[src/rtl/usbd_irq_pkg.sv]
package usbd_irq_pkg;
    localparam int DATA_W  = 8;
    localparam int NUM_EV  = 6;
    localparam int NUM_MSK = 5;

    // control byte field positions
    localparam int C_EN    = 0;
    localparam int C_ACT   = 1;
    localparam int C_RSVD  = 2;
    localparam int C_MSK0  = 3;

    // event/status index order
    typedef enum logic [2:0] {
        EV_EP0   = 3'd0,
        EV_RX    = 3'd1,
        EV_TX    = 3'd2,
        EV_SUSP  = 3'd3,
        EV_RESM  = 3'd4,
        EV_BRST  = 3'd5
    } ev_id_t;

    // which mask guards each event
    function automatic int mask_of(input int ev_idx);
        case (ev_idx)
            0:       return 0;
            1:       return 1;
            2:       return 2;
            3, 4:    return 3;
            default: return 4;
        endcase
    endfunction
endpackage

[src/rtl/usbd_ctrl_reg.sv]
module usbd_ctrl_reg
    import usbd_irq_pkg::*;
(
    input  logic              clk,
    input  logic              rst_n,
    input  logic              wr_i,
    input  logic [DATA_W-1:0] wdata_i,
    output logic              en_o,
    output logic [NUM_MSK-1:0] mask_o
);
    logic               en_q;
    logic [NUM_MSK-1:0] mask_q;

    always_ff @(posedge clk or negedge rst_n) begin
        if (!rst_n) begin
            en_q   <= 1'b0;
            mask_q <= '1;
        end else if (wr_i) begin
            en_q   <= wdata_i[C_EN];
            mask_q <= wdata_i[C_MSK0 +: NUM_MSK];
        end
    end

    assign en_o   = en_q;
    assign mask_o = mask_q;

    // a control write lands in the enable and mask fields
    a_r2_ctrl_write: assert property (@(posedge clk) disable iff (!rst_n)
        wr_i |=> (en_q == $past(wdata_i[C_EN])) &&
                 (mask_q == $past(wdata_i[C_MSK0 +: NUM_MSK])));

    // without a write the fields hold
    a_r2_ctrl_hold: assert property (@(posedge clk) disable iff (!rst_n)
        !wr_i |=> $stable(en_q) && $stable(mask_q));
endmodule

[src/rtl/usbd_stat_bit.sv]
module usbd_stat_bit (
    input  logic clk,
    input  logic rst_n,
    input  logic ev_i,
    input  logic mask_i,
    input  logic clr_i,
    output logic bit_o
);
    logic bit_q;
    logic set_ok;

    assign set_ok = ev_i && !mask_i;

    always_ff @(posedge clk or negedge rst_n) begin
        if (!rst_n)
            bit_q <= 1'b0;
        else if (set_ok)
            bit_q <= 1'b1;
        else if (clr_i)
            bit_q <= 1'b0;
    end

    assign bit_o = bit_q;

    // a masked event cannot raise a clear bit
    a_r5_masked_no_rise: assert property (@(posedge clk) disable iff (!rst_n)
        (!bit_q && (!ev_i || mask_i)) |=> !bit_q);

    // an unmasked event always leaves the bit set, even against a clear
    a_r8_event_wins: assert property (@(posedge clk) disable iff (!rst_n)
        (ev_i && !mask_i) |=> bit_q);

    // without a clear a set bit stays set, whatever the mask does
    a_r6_sticky: assert property (@(posedge clk) disable iff (!rst_n)
        (bit_q && !clr_i) |=> bit_q);

    // a clear with no competing event drops the bit
    a_r7_clear: assert property (@(posedge clk) disable iff (!rst_n)
        (clr_i && !(ev_i && !mask_i)) |=> !bit_q);
endmodule

[src/rtl/usbd_rd_mux.sv]
module usbd_rd_mux
    import usbd_irq_pkg::*;
#(
    parameter int ADDR_W    = 4,
    parameter int CTRL_ADDR = 0,
    parameter int STAT_ADDR = 1
) (
    input  logic [ADDR_W-1:0]  addr_i,
    input  logic               en_i,
    input  logic               link_ok_i,
    input  logic [NUM_MSK-1:0] mask_i,
    input  logic [NUM_EV-1:0]  stat_i,
    output logic [DATA_W-1:0]  rdata_o
);
    localparam logic [ADDR_W-1:0] A_CTRL = ADDR_W'(CTRL_ADDR);
    localparam logic [ADDR_W-1:0] A_STAT = ADDR_W'(STAT_ADDR);

    always_comb begin
        rdata_o = '0;
        if (addr_i == A_CTRL) begin
            rdata_o[C_EN]                = en_i;
            rdata_o[C_ACT]               = en_i && link_ok_i;
            rdata_o[C_RSVD]              = 1'b0;
            rdata_o[C_MSK0 +: NUM_MSK]   = mask_i;
        end else if (addr_i == A_STAT) begin
            rdata_o[NUM_EV-1:0]          = stat_i;
        end
    end
endmodule

[src/rtl/usbd_irq_regs.sv]
module usbd_irq_regs
    import usbd_irq_pkg::*;
#(
    parameter int ADDR_W    = 4,
    parameter int CTRL_ADDR = 0,
    parameter int STAT_ADDR = 1
) (
    input  logic              clk,
    input  logic              rst_n,
    input  logic [ADDR_W-1:0] bus_addr,
    input  logic              bus_wr,
    input  logic [7:0]        bus_wdata,
    output logic [7:0]        bus_rdata,
    input  logic [5:0]        ev,
    input  logic              link_ok,
    output logic              dev_en,
    output logic              irq
);
    localparam logic [ADDR_W-1:0] A_CTRL = ADDR_W'(CTRL_ADDR);
    localparam logic [ADDR_W-1:0] A_STAT = ADDR_W'(STAT_ADDR);

    logic               ctrl_wr;
    logic               stat_wr;
    logic               en;
    logic [NUM_MSK-1:0] mask;
    logic [NUM_EV-1:0]  stat;

    assign ctrl_wr = bus_wr && (bus_addr == A_CTRL);
    assign stat_wr = bus_wr && (bus_addr == A_STAT);

    usbd_ctrl_reg u_ctrl (
        .clk     (clk),
        .rst_n   (rst_n),
        .wr_i    (ctrl_wr),
        .wdata_i (bus_wdata),
        .en_o    (en),
        .mask_o  (mask)
    );

    for (genvar i = 0; i < NUM_EV; i++) begin : g_stat
        usbd_stat_bit u_bit (
            .clk    (clk),
            .rst_n  (rst_n),
            .ev_i   (ev[i]),
            .mask_i (mask[mask_of(i)]),
            .clr_i  (stat_wr && bus_wdata[i]),
            .bit_o  (stat[i])
        );
    end

    usbd_rd_mux #(
        .ADDR_W    (ADDR_W),
        .CTRL_ADDR (CTRL_ADDR),
        .STAT_ADDR (STAT_ADDR)
    ) u_rd (
        .addr_i    (bus_addr),
        .en_i      (en),
        .link_ok_i (link_ok),
        .mask_i    (mask),
        .stat_i    (stat),
        .rdata_o   (bus_rdata)
    );

    assign dev_en = en;
    assign irq    = |stat;

    // the request line drops only after a status write
    a_r9_irq_needs_clear: assert property (@(posedge clk) disable iff (!rst_n)
        $fell(irq) |-> $past(stat_wr));

    // reserved control bit never reads as 1
    a_r3_reserved_zero: assert property (@(posedge clk) disable iff (!rst_n)
        (bus_addr == A_CTRL) |-> !bus_rdata[C_RSVD]);
endmodule

[config.mk]
export PLATFORM = sky130hd
export DESIGN_NAME = usbd_irq_regs
export DESIGN_NICKNAME = d
export VERILOG_FILES = /design/src/rtl/usbd_irq_pkg.sv /design/src/rtl/usbd_ctrl_reg.sv /design/src/rtl/usbd_stat_bit.sv /design/src/rtl/usbd_rd_mux.sv /design/src/rtl/usbd_irq_regs.sv
export SDC_FILE = /design/constraint.sdc
export NUM_CORES = 1
export LEC_CHECK = 0
export ABC_AREA = 1
export BUFFER_PORTS_ARGS = -buffer_cell sky130_fd_sc_hd__buf_2
export CAP_MARGIN = 30
export CORE_AREA = 2 2 41 43
export CTS_CLUSTER_SIZE = 28
export DETAILED_ROUTE_END_ITERATION = 12
export DIE_AREA = 0 0 43 45
export PLACE_DENSITY_LB_ADDON = 0.2
export SYNTH_ARGS = -nofsm -noshare
export SYNTH_HDL_FRONTEND = slang
export SYNTH_SLANG_ARGS = --single-unit
[constraint.sdc]
create_clock -name clk -period 1.5 [get_ports clk]
set_clock_uncertainty 0.15 [all_clocks]
set_input_delay 0.15 -clock clk [delete_from_list [all_inputs] [get_ports clk]]
set_output_delay 0.15 -clock clk [all_outputs]
set_load 0.03 [all_outputs]
## Word level (Yosys, flattened, before mapping)

Cells that the tools add are included.

| word-level totals | value |
|---|---|
| output and inout bits | 10 |
| bits in registers | 12 |
| word-level logic and storage cells | 52 |

| operators by class | value |
|---|---|
| equal/unequal tests | 1 |
| muxes and demuxes | 15 |
| reductions and logical operators | 28 |

Operators with widths:

| operator | number |
|---|---|
| $logic_and 1x1->1 | 15 |
| $mux 1 | 12 |
| $mux 6 | 2 |
| $reduce_bool 2->1 | 6 |
| $reduce_or 6->1 | 1 |
| $logic_not 1->1 | 5 |
| $eq 4x1->1 const B | 1 |
| $logic_not 4->1 | 1 |
| $mux 2 | 1 |

## Logic depth before layout (Yosys ltp)

Gate-level depths: netlist (run 1).

| logic depth | value |
|---|---|
| word-level depth | 5 |
| mapped depth | 5 |
| gate-level depth less buffers | 5 |

## Modules after synthesis

A second synthesis (run 1) with hierarchy kept.

| unflattened totals | value |
|---|---|
| cells, all modules | 114 |
| area, all modules | 734.5 µm² |

By module, submodules not included:

| module | cells each | sequential area each (µm²) | area each (µm²) | instances |
|---|---|---|---|---|
| usbd_stat_bit | 6 | 25.0 | 43.8 | 6 |
| usbd_ctrl_reg | 25 | 156.4 | 227.7 | 1 |
| usbd_rd_mux | 30 | 0.0 | 145.1 | 1 |
| usbd_irq_regs | 23 | 0.0 | 98.8 | 1 |

## Worst setup path after synthesis (run 1)

No wires, ideal clock.

| path | value |
|---|---|
| path type | register to output |
| start | reg u_ctrl.en_q, in the netlist u_ctrl.en_o |
| end | out bus_rdata[1] |
| cell stages (with the launch flop) | 3 |
| data required time | 1.200 ns |
| data arrival time | 1.305 ns |
| slack | -0.105 ns |
| path buffers | 0 |
| path through | dfrtp_1 > nand2_1 > o21ai_0 |

| between the ends | value |
|---|---|
| longest elaborated chain between the ends | 2 |

Ends and longest elaborated chain:

| element | RTL line | RTL |
|---|---|---|
| from (decl) | usbd_ctrl_reg.sv:11 | `logic en_q;` |
| from (signal assigned) | usbd_ctrl_reg.sv:19 | `en_q <= wdata_i[C_EN];` |
| $logic_and 1x1->1 | usbd_rd_mux.sv:22 | `rdata_o[C_ACT] = en_i && link_ok_i;` |
| $mux 6 | usbd_rd_mux.sv:20 | `if (addr_i == A_CTRL) begin` |
| to (decl) | usbd_irq_regs.sv:13 | `output logic [7:0] bus_rdata,` |

No other way between the ends.

## Final worst setup path (run 1)

| path | value |
|---|---|
| start | reg u_ctrl.mask_q[1], in the netlist u_ctrl.mask_o[1] |
| end | out bus_rdata[4] |

| between the ends | value |
|---|---|
| longest elaborated chain between the ends | 1 |

Ends and longest elaborated chain:

| element | RTL line | RTL |
|---|---|---|
| from (decl) | usbd_ctrl_reg.sv:12 | `logic [NUM_MSK-1:0] mask_q;` |
| from (signal assigned) | usbd_ctrl_reg.sv:20 | `mask_q <= wdata_i[C_MSK0 +: NUM_MSK];` |
| $mux 6 | usbd_rd_mux.sv:20 |  |

No other way between the ends.

==> flow_summary.json, run 1 <==
{
  "status": "complete, no violations",
  "cpPeakStageDelay_ns": 0.55,
  "rsz0062_at_grt": "no",
  "area_growth_pct": 52.77,
  "critPathCaptureType": "primary output",
  "num-fill-cells": 134,
  "core_um2": 1471,
  "yosys.area_share.simple_pct": 32.10,
  "antenna_left": 0,
  "initial_core_util_pct": 46.09,
  "firstDrtPassIters": 4,
  "drt_iter0_markers": 8,
  "drv_slew": 0,
  "path_depth": 3,
  "yosysTopAreaCellShare_pct": 25.83,
  "cts_buffers": 3,
  "clock_latency_ns": 0.27,
  "synthArstFlopShare_pct": 100.0,
  "dieArea_um2": 1935,
  "synth_ff_type": "dfrtp_1",
  "worst_hold_path_type": "in2reg",
  "synth_nets": 109,
  "critPathTopFamily": "flip-flops",
  "p_per_area_nw_per_um2": 850.5,
  "cts_tree": "built",
  "min_period_ns": 1.458,
  "worst_pin_slew_ns": 0.2879,
  "wirelength_um": 1646,
  "crit_chain": "inv_2 -> o21ai_1 -> buf_4",
  "antenna_found_initial": 0,
  "synth_area_um2": 678.2,
  "final_area_um2": 1036,
  "clkPwrFrac_pct": 29.3,
  "synthAdderAreaFrac_pct": 0,
  "grt_busiest_layer": "met2",
  "ff2ff_path_depth": 3,
  "placed_cell_area_um2": 849.6,
  "synthTopCellsByArea": "dfrtp_1, dfstp_2, nand2_1",
  "synthMuxAreaShare_pct": 0,
  "placedCellCount": 134,
  "grt_pass1_wl_um": 2808,
  "cap_violations": 0,
  "worst_ep_required_time_ns": 1.20,
  "use_met1_pct": 22.96,
  "fin_crit_sh_pct": 97.21,
  "synth_top_family_by_area": "simple AND/OR/NAND/NOR gates",
  "synth_edf_count": 0,
  "drc_errors": 0,
  "gp_congestion": 0.8133,
  "cts_buffer_depth": 2,
  "stdcell_count": 151,
  "maxSlewHeadroom_pct": 80.79,
  "p_leak_nw": 0.5490,
  "gr-total-overflow": 0,
  "cts.sinks": 12,
  "synth-xor-area-share_pct": 0,
  "critical_path_arrival_ns": 1.16,
  "hpwl_um": 1235,
  "die_h_um": 45,
  "rows": 14,
  "use_met3_pct": 2.400,
  "grt_util_all_layers_pct": 19.62,
  "synth-seq-area-share_pct": 45.20,
  "power_frac_seq_pct": 45.7,
  "routedWlPerCell_um": 10.90,
  "total_power_uw": 881.1,
  "synth_compound_area_share_pct": 11.62,
  "vias": 715,
  "ys_ff_latch": 12,
  "fmax_ghz": 0.6858,
  "path_max_fanout": 2,
  "cts_htree_levels": 1,
  "nNetsFinal": 158,
  "worstSetupPathType": "reg2out",
  "yosysTopAreaCell": "dfrtp_1",
  "final_cell_mix": "nand2_1, buf_2, inv_1, dlygate4sd3_1",
  "cp.buffers_inverters": 2,
  "grt_max_degree": 13,
  "path_clk_slew_ns": 0.08,
  "cts_setup_buffers": 0,
  "synth_warnings": 0,
  "setup_viol": 0,
  "swShare_pct": 29.13,
  "p_int_uw": 624.4,
  "ys_types": 15,
  "comb_power_share_pct": 25.0,
  "use_met2_pct": 36.06,
  "post_synth.cell_area_avg_um2": 7.795,
  "critPathSlowestCell": "dfstp_2",
  "synthCells": 87,
  "peakVddDrop_uv": 623.8,
  "num_antenna_cells": 0,
  "ios": 32,
  "portBuffers": 31,
  "grt_pass1_vias": 704,
  "power_switching_uw": 256.7,
  "cts_root_buffer": "clkbuf_4",
  "drive_gt1_share_pct": 40.74,
  "tns_ns": 0,
  "hold_path_depth": 4,
  "final_hold_viol_count": 0,
  "via_per_inst": 4.735,
  "setup.worst_path.start_class": "flip-flop",
  "fp.dieW_um": 43
}
-- flip-flops by register name, summed over array words and instances (netlist names) --
| signal | count |
|---|---|
| g_stat.u_bit.bit_o | 6 |
| u_ctrl.en_o | 1 |
| u_ctrl.mask_o | 5 |
-- power by group through the flow --
| stage | registers (mW) | clock network, mW | logic, mW |
|---|---|---|---|
| 3_5_place_dp | 0.407 | 0 | 0.191 |
| 5_1_grt | 0.407 | 0.281 | 0.249 |
| 3_3_place_gp | 0.405 | 0 | 0.186 |
| 2_1_floorplan | 0.413 | 0 | 0.113 |
| 6_report | 0.402 | 0.259 | 0.220 |
| 4_1_cts | 0.402 | 0.263 | 0.219 |
-- cell type report --
class / instances / area [um^2] / area share, %
Tap cell: 16 / 20.02 / 1.932
Sequential cell: 12 / 306.5 / 29.59
Timing Repair Buffer: 46 / 314.1 / 30.31
Multi-Input combinational cell: 58 / 302.8 / 29.23
Clock buffer: 4 / 36.28 / 3.502
Inverter: 15 / 56.30 / 5.435
-- final timing paths --
| kind | startpoint | to | slack (ns) |
|---|---|---|---|
| worst max-delay path | u_ctrl.mask_o[1] | bus_rdata[4] | 0.04 |
| worst min-delay path | bus_wdata[2] | g_stat[2].u_bit.bit_o | 0.02 |
| worst max register to register | u_ctrl.mask_o[3] | g_stat[3].u_bit.bit_o | 0.56 |
| worst min register to register | u_ctrl.mask_o[2] | u_ctrl.mask_o[2] | 0.33 |
| max in group asynchronous | rst_n | u_ctrl.mask_o[1] | 0.80 |
| min in group asynchronous | rst_n | g_stat[3].u_bit.bit_o | 0.13 |
-- per-layer routing --
metal	part of all wire (%)	wire, um
met1	41	680
met2	50	818
met3	8.2	135
met4	0.67	11
met5	0	0
-- tightest hold or removal path, cell delays in order --
cell,delay (ns)
buf_2,0.10
nand4_1,0.07
nand2_1,0.05
nand2_1,0.04
-- stage by stage --
step	hold WS [ns]	setup WS (ns)	util, %
after global routing	0.04168	0.001189	70.41
after floorplan	-0.2956	0.05788	-
final	0.01963	0.04178	70.41
after detailed placement	-0.1052	0.1566	57.74
after CTS	0.01918	0.004767	69.39
after global placement	-0.1121	0.1712	57.74
-- timing repair --
| item | CTS | global route |
|---|---|---|
| gates resized for setup | 3 | 6 |
| hold endpoints to repair | 24 | 0 |
| endpoints found under the setup margin | 2 | 4 |
| hold buffers | 13 | 0 |
| pin swaps | 1 | 1 |
-- cells in the mapped netlist (2+ instances only) --
cell     count
dfstp_2      5
nand2_1     27
dfrtp_1      7
inv_1       15
nand3_1      4
nor2_2       2
o21ai_2      6
o21ai_0      4
nor2_1       5
nand4_1      7
-- cell families (layout without fill, tap and decap cells) --
logic type	count (synthesis)	in the layout
buffers and inverters	17	65
flip-flops	12	12
AND/OR/NAND/NOR	47	47
AO/OA/AOI/OAI	11	11
Note: power is estimated with default switching activity, not from simulation.
==> inputs of run 2 (changes only) <==
Settings changed: CORE_AREA 2 2 41 43 to 2 2 56 58, DIE_AREA 0 0 43 45 to 0 0 58 60.
==> run 2 against run 1 <==
Compared with the run above:
- wire length grew 8.9%
- global-route usage shrank 8.4 points
- critical path type unchanged
- largest power group unchanged
- first-iteration DRC count shrank 25%
- sequential share of layout area shrank 0.77 points
- highest routed layer unchanged
- critical path depth is the same
==> flow_summary.json, run 2 (synthesis gave the netlist of run 1 again) <==
{
  "status": "complete, no violations",
  "routedWlPerCell_um": 10.67,
  "hpwl_um": 1343,
  "final_hold_viol_count": 0,
  "gr-total-overflow": 0,
  "drc_errors": 0,
  "worstReg2RegEnd": "g_stat[1].u_bit.bit_o",
  "cts_tree": "built",
  "portBuffers": 31,
  "dp_slack_ns": 0.1307,
  "peakVddDrop_uv": 507.8,
  "cts_htree_levels": 1,
  "area_growth_pct": 56.83,
  "hold_path_depth": 4,
  "worst_ep_required_time_ns": 1.20,
  "hold_path_end": "g_stat[1].u_bit.bit_o",
  "antenna_found_initial": 0,
  "min_period_ns": 1.449,
  "fmax_ghz": 0.6900,
  "dieArea_um2": 3480,
  "core_um2": 2903,
  "nNetsFinal": 158,
  "num-fill-cells": 310,
  "fin_ws_ns": 0.05077,
  "ios": 32,
  "timing.rr.start": "u_ctrl.mask_o[1]",
  "final_cell_mix": "nand2_1, buf_2, inv_1, dlygate4sd3_1, o21ai_2",
  "r2r_slack_ns": 0.45,
  "cts_buffer_depth": 2,
  "cap_violations": 0,
  "wirelength_um": 1792,
  "fin_crit_sh_pct": 96.62,
  "maxSlewHeadroom_pct": 78.47,
  "tns_ns": 0,
  "final_common_cell": "nand2_1",
  "grt_pass1_wl_um": 2918,
  "cts.sinks": 12,
  "antenna_left": 0,
  "cpPeakStageDelay_ns": 0.54,
  "min-delay-start": "bus_wdata[1]",
  "critPathSlowestCell": "dfstp_2",
  "path_max_fanout": 2,
  "critPathCaptureType": "primary output",
  "gp_congestion": 0.7162,
  "clock_latency_ns": 0.26,
  "initial_core_util_pct": 23.36,
  "utilization_pct": 36.64,
  "vias": 701,
  "worst_pin_slew_ns": 0.3222,
  "worst_hold_path_type": "in2reg",
  "hold_ws_ns": 0.02483,
  "drv_slew": 0,
  "via_per_inst": 4.173,
  "path_clk_slew_ns": 0.08,
  "drt_iter0_markers": 6,
  "setup.worst_path.start_class": "flip-flop",
  "die_h_um": 60,
  "fp.dieW_um": 58,
  "worstSetupPathType": "reg2out",
  "grt_util_all_layers_pct": 11.24,
  "cts_buffers": 3,
  "p_per_area_nw_per_um2": 795.2,
  "ff2ff_path_depth": 4,
  "num_antenna_cells": 0,
  "setup_viol": 0,
  "rsz0062_at_grt": "yes",
  "critical_path_arrival_ns": 1.15,
  "drive_gt1_share_pct": 42.22,
  "p_leak_nw": 0.5470,
  "firstDrtPassIters": 2,
  "rows": 20,
  "crit_chain": "inv_2 -> o22ai_2 -> buf_6",
  "largest_reg_flops": 6,
  "cts_root_buffer": "clkbuf_4",
  "grt_pass1_vias": 684,
  "grt_max_degree": 13
}
run 2: final cells by class:
| cell class | instances | area, um^2 | share of cell area, % |
|---|---|---|---|
| Multi-Input combinational cell | 58 | 312.8 | 29.41 |
| Tap cell | 33 | 41.29 | 3.882 |
| Clock buffer | 4 | 26.28 | 2.471 |
| Sequential cell | 12 | 306.5 | 28.82 |
| Timing Repair Buffer | 46 | 320.3 | 30.12 |
| Inverter | 15 | 56.30 | 5.294 |
run 2: what timing repair did:
item                                   CTS  global route
buffers inserted                         0             1
hold buffers                            13             0
pin swaps                                3             2
endpoints found under the hold margin   24             0
setup endpoints to repair                3             5
gates resized for setup                  6             9
run 2: stage by stage:
step	instances	cell area, um^2	total power [mW]
finish	168	1064	0.8457
global route	168	1064	0.9074
CTS	167	1037	0.8470
detailed placement	150	863.3	0.5998
global placement	150	863.3	0.5960
floorplan	87	678.2	0.5264
run 2: how the worst max path moves through the flow:
stage,startpoint,slack [ns],to
finish,u_ctrl.mask_o[0],0.05,bus_rdata[3]
global route,u_ctrl.mask_o[1],0.002,bus_rdata[4]
CTS,u_ctrl.mask_o[2],0.01,bus_rdata[5]
detailed placement,bus_addr[3],0.13,bus_rdata[0]
global placement,bus_addr[3],0.13,u_ctrl.en_o
floorplan,bus_addr[0],0.06,bus_rdata[0]
run 2: routing by layer:
metal / wire (um) / up-vias / share of wire [%] / GRT usage, %
met5: 0 / - / 0 / 0
met4: 10 / 0 / 0.56 / 4.983
met1: 829 / 300 / 46 / 14.04
met2: 815 / 24 / 45 / 18.67
li1: - / 375 / - / -
met3: 137 / 2 / 7.6 / 2.381
run 2: worst max-delay path, delay by kind of cell (launching register included):
| family | cells | cell delay, ns |
|---|---|---|
| buffers and inverters | 2 | 0.19 |
| flip-flops | 1 | 0.54 |
| AO/OA/AOI/OAI | 1 | 0.15 |
run 2: power breakdown:
part / switching (mW) / internal, mW
sequential: 0.0225 / 0.379
combinational: 0.130 / 0.104
clock: 0.107 / 0.103
==> inputs of run 3 (changes only) <==
Settings changed: GPL_TIMING_DRIVEN set to 0.
==> run 3 against run 2 <==
Compared with the run above:
- clock power grew 23%
- global-route usage rose by 0.55 points
- first-iteration DRC count rose to 2.5 times the previous value
- fmax shrank 1.0%
- die area stayed put
- register-to-register slack about the same
- setup slack worse by 0.015 ns
- largest cell class unchanged
==> flow_summary.json, run 3 (synthesis gave the netlist of run 1 again) <==
{
  "power_switching_uw": 264.8,
  "final_hold_viol_count": 0,
  "antenna_left": 0,
  "area_growth_pct": 60.15,
  "cts_tree": "built",
  "vias": 744,
  "path_max_fanout": 2,
  "worst_hold_path_type": "in2reg",
  "rsz0062_at_grt": "yes",
  "dieArea_um2": 3480,
  "critPathCaptureType": "primary output",
  "die_h_um": 60,
  "nNetsFinal": 159,
  "routedWlPerCell_um": 11.31,
  "cts_buffers": 3,
  "setup_viol": 0,
  "critical_path_arrival_ns": 1.16,
  "num_antenna_cells": 0,
  "cts.sinks": 12,
  "cts_buffer_depth": 2,
  "wl_met1_um": 800,
  "p_int_uw": 632.3,
  "maxSlewHeadroom_pct": 78.72,
  "grt_pass1_vias": 729,
  "cts_root_buffer": "clkbuf_4",
  "clock_latency_ns": 0.27,
  "hold_path_depth": 4,
  "grt_util_all_layers_pct": 11.79,
  "stdcell_count": 169,
  "portBuffers": 31,
  "highest_layer": "met4",
  "fin_crit_sh_pct": 97.63,
  "fmax_ghz": 0.6829,
  "grt_pass1_wl_um": 3049,
  "cap_violations": 0,
  "ff2ff_path_depth": 4,
  "r2r_slack_ns": 0.46,
  "drive_gt1_share_pct": 41.91,
  "p_leak_nw": 0.5604,
  "comb_power_share_pct": 26.2,
  "peakVddDrop_uv": 436.5,
  "placedCellCount": 151,
  "rows": 20,
  "worstSetupPathType": "reg2out",
  "final_common_cell": "nand2_1",
  "swShare_pct": 29.52,
  "largest_reg_flops": 6,
  "drt_iter0_markers": 15,
  "cts_htree_levels": 1,
  "core_um2": 2903,
  "grt_max_degree": 13,
  "final_cell_mix": "nand2_1, buf_2, inv_1",
  "antenna_found_initial": 0,
  "fp.dieW_um": 58,
  "gr-total-overflow": 0,
  "status": "complete, no violations",
  "worst_pin_slew_ns": 0.3184,
  "wirelength_um": 1912,
  "wl_met3_um": 155,
  "clkPwrFrac_pct": 28.9,
  "min_period_ns": 1.464,
  "drc_errors": 0,
  "gp_congestion": 0.7414,
  "setup.worst_path.start_class": "flip-flop",
  "hpwl_um": 1370,
  "tns_ns": 0,
  "wl_met2_um": 927,
  "ios": 32,
  "p_per_area_nw_per_um2": 826.0,
  "num-fill-cells": 327,
  "power_frac_seq_pct": 44.9,
  "drv_slew": 0,
  "hold_ws_ns": 0.01823,
  "path_clk_slew_ns": 0.08,
  "initial_core_util_pct": 23.36,
  "firstDrtPassIters": 4,
  "via_per_inst": 4.402,
  "worst_ep_required_time_ns": 1.20
}
run 3: changes by cell type in the layout (fill, tap and decap cells not counted), sizes merged:
cell and change:
buf +1
run 3: final timing paths:
| kind | from | endpoint |
|---|---|---|
| min in group asynchronous | rst_n | g_stat[3].u_bit.bit_o |
| setup / recovery | u_ctrl.mask_o[0] | bus_rdata[3] |
| setup reg to reg | u_ctrl.mask_o[0] | g_stat[0].u_bit.bit_o |
| hold reg to reg | g_stat[0].u_bit.bit_o | g_stat[0].u_bit.bit_o |
| hold / removal | bus_wdata[2] | g_stat[2].u_bit.bit_o |
| max in group asynchronous | rst_n | u_ctrl.mask_o[2] |
run 3: stage by stage:
stage	worst slack, ns	total power [mW]	area, um^2	util, %
6_report	0.03555	0.8971	1086	37.41
3_3_place_gp	0.1024	0.5948	874.6	30.13
3_5_place_dp	0.1139	0.5996	874.6	30.13
2_1_floorplan	0.05788	0.5264	678.2	-
4_1_cts	0.003879	0.8937	1059	36.47
5_1_grt	-0.01497	0.9612	1086	37.41
run 3: power groups by stage:
stage / logic (mW) / clock network, mW / registers (mW)
2_1_floorplan: 0.113 / 0 / 0.413
6_report: 0.235 / 0.259 / 0.403
5_1_grt: 0.261 / 0.292 / 0.408
3_5_place_dp: 0.192 / 0 / 0.408
4_1_cts: 0.223 / 0.269 / 0.402
3_3_place_gp: 0.189 / 0 / 0.406
run 3: worst max-delay path, stage by stage (launching register included):
cell	delay [ns]
dfstp_2	0.54
inv_2	0.04
o22ai_2	0.15
buf_6	0.15
run 3: cell type report:
class | instances | area [um^2] | area share (%)
inverters | 15 | 56.30 | 5.184
flip-flops and latches | 12 | 306.5 | 28.23
repair buffers | 45 | 316.6 | 29.15
plain buffers | 2 | 18.77 | 1.728
multi-input cells | 58 | 310.3 | 28.57
well taps | 33 | 41.29 | 3.802
clock buffers | 4 | 36.28 | 3.341
run 3: per-layer routing:
| metal | track usage, % | up-vias |
|---|---|---|
| met5 | 0 | - |
| met4 | 6.977 | 0 |
| met3 | 3.030 | 4 |
| met2 | 20.29 | 30 |
| met1 | 13.11 | 337 |
| li1 | - | 373 |
run 3: what timing repair did:
action	in CTS	in global routing
hold buffers	13	0
hold endpoints to repair	24	0
buffers inserted	0	1
setup endpoints to repair	3	5
pin swaps	1	3
resized for setup	5	9
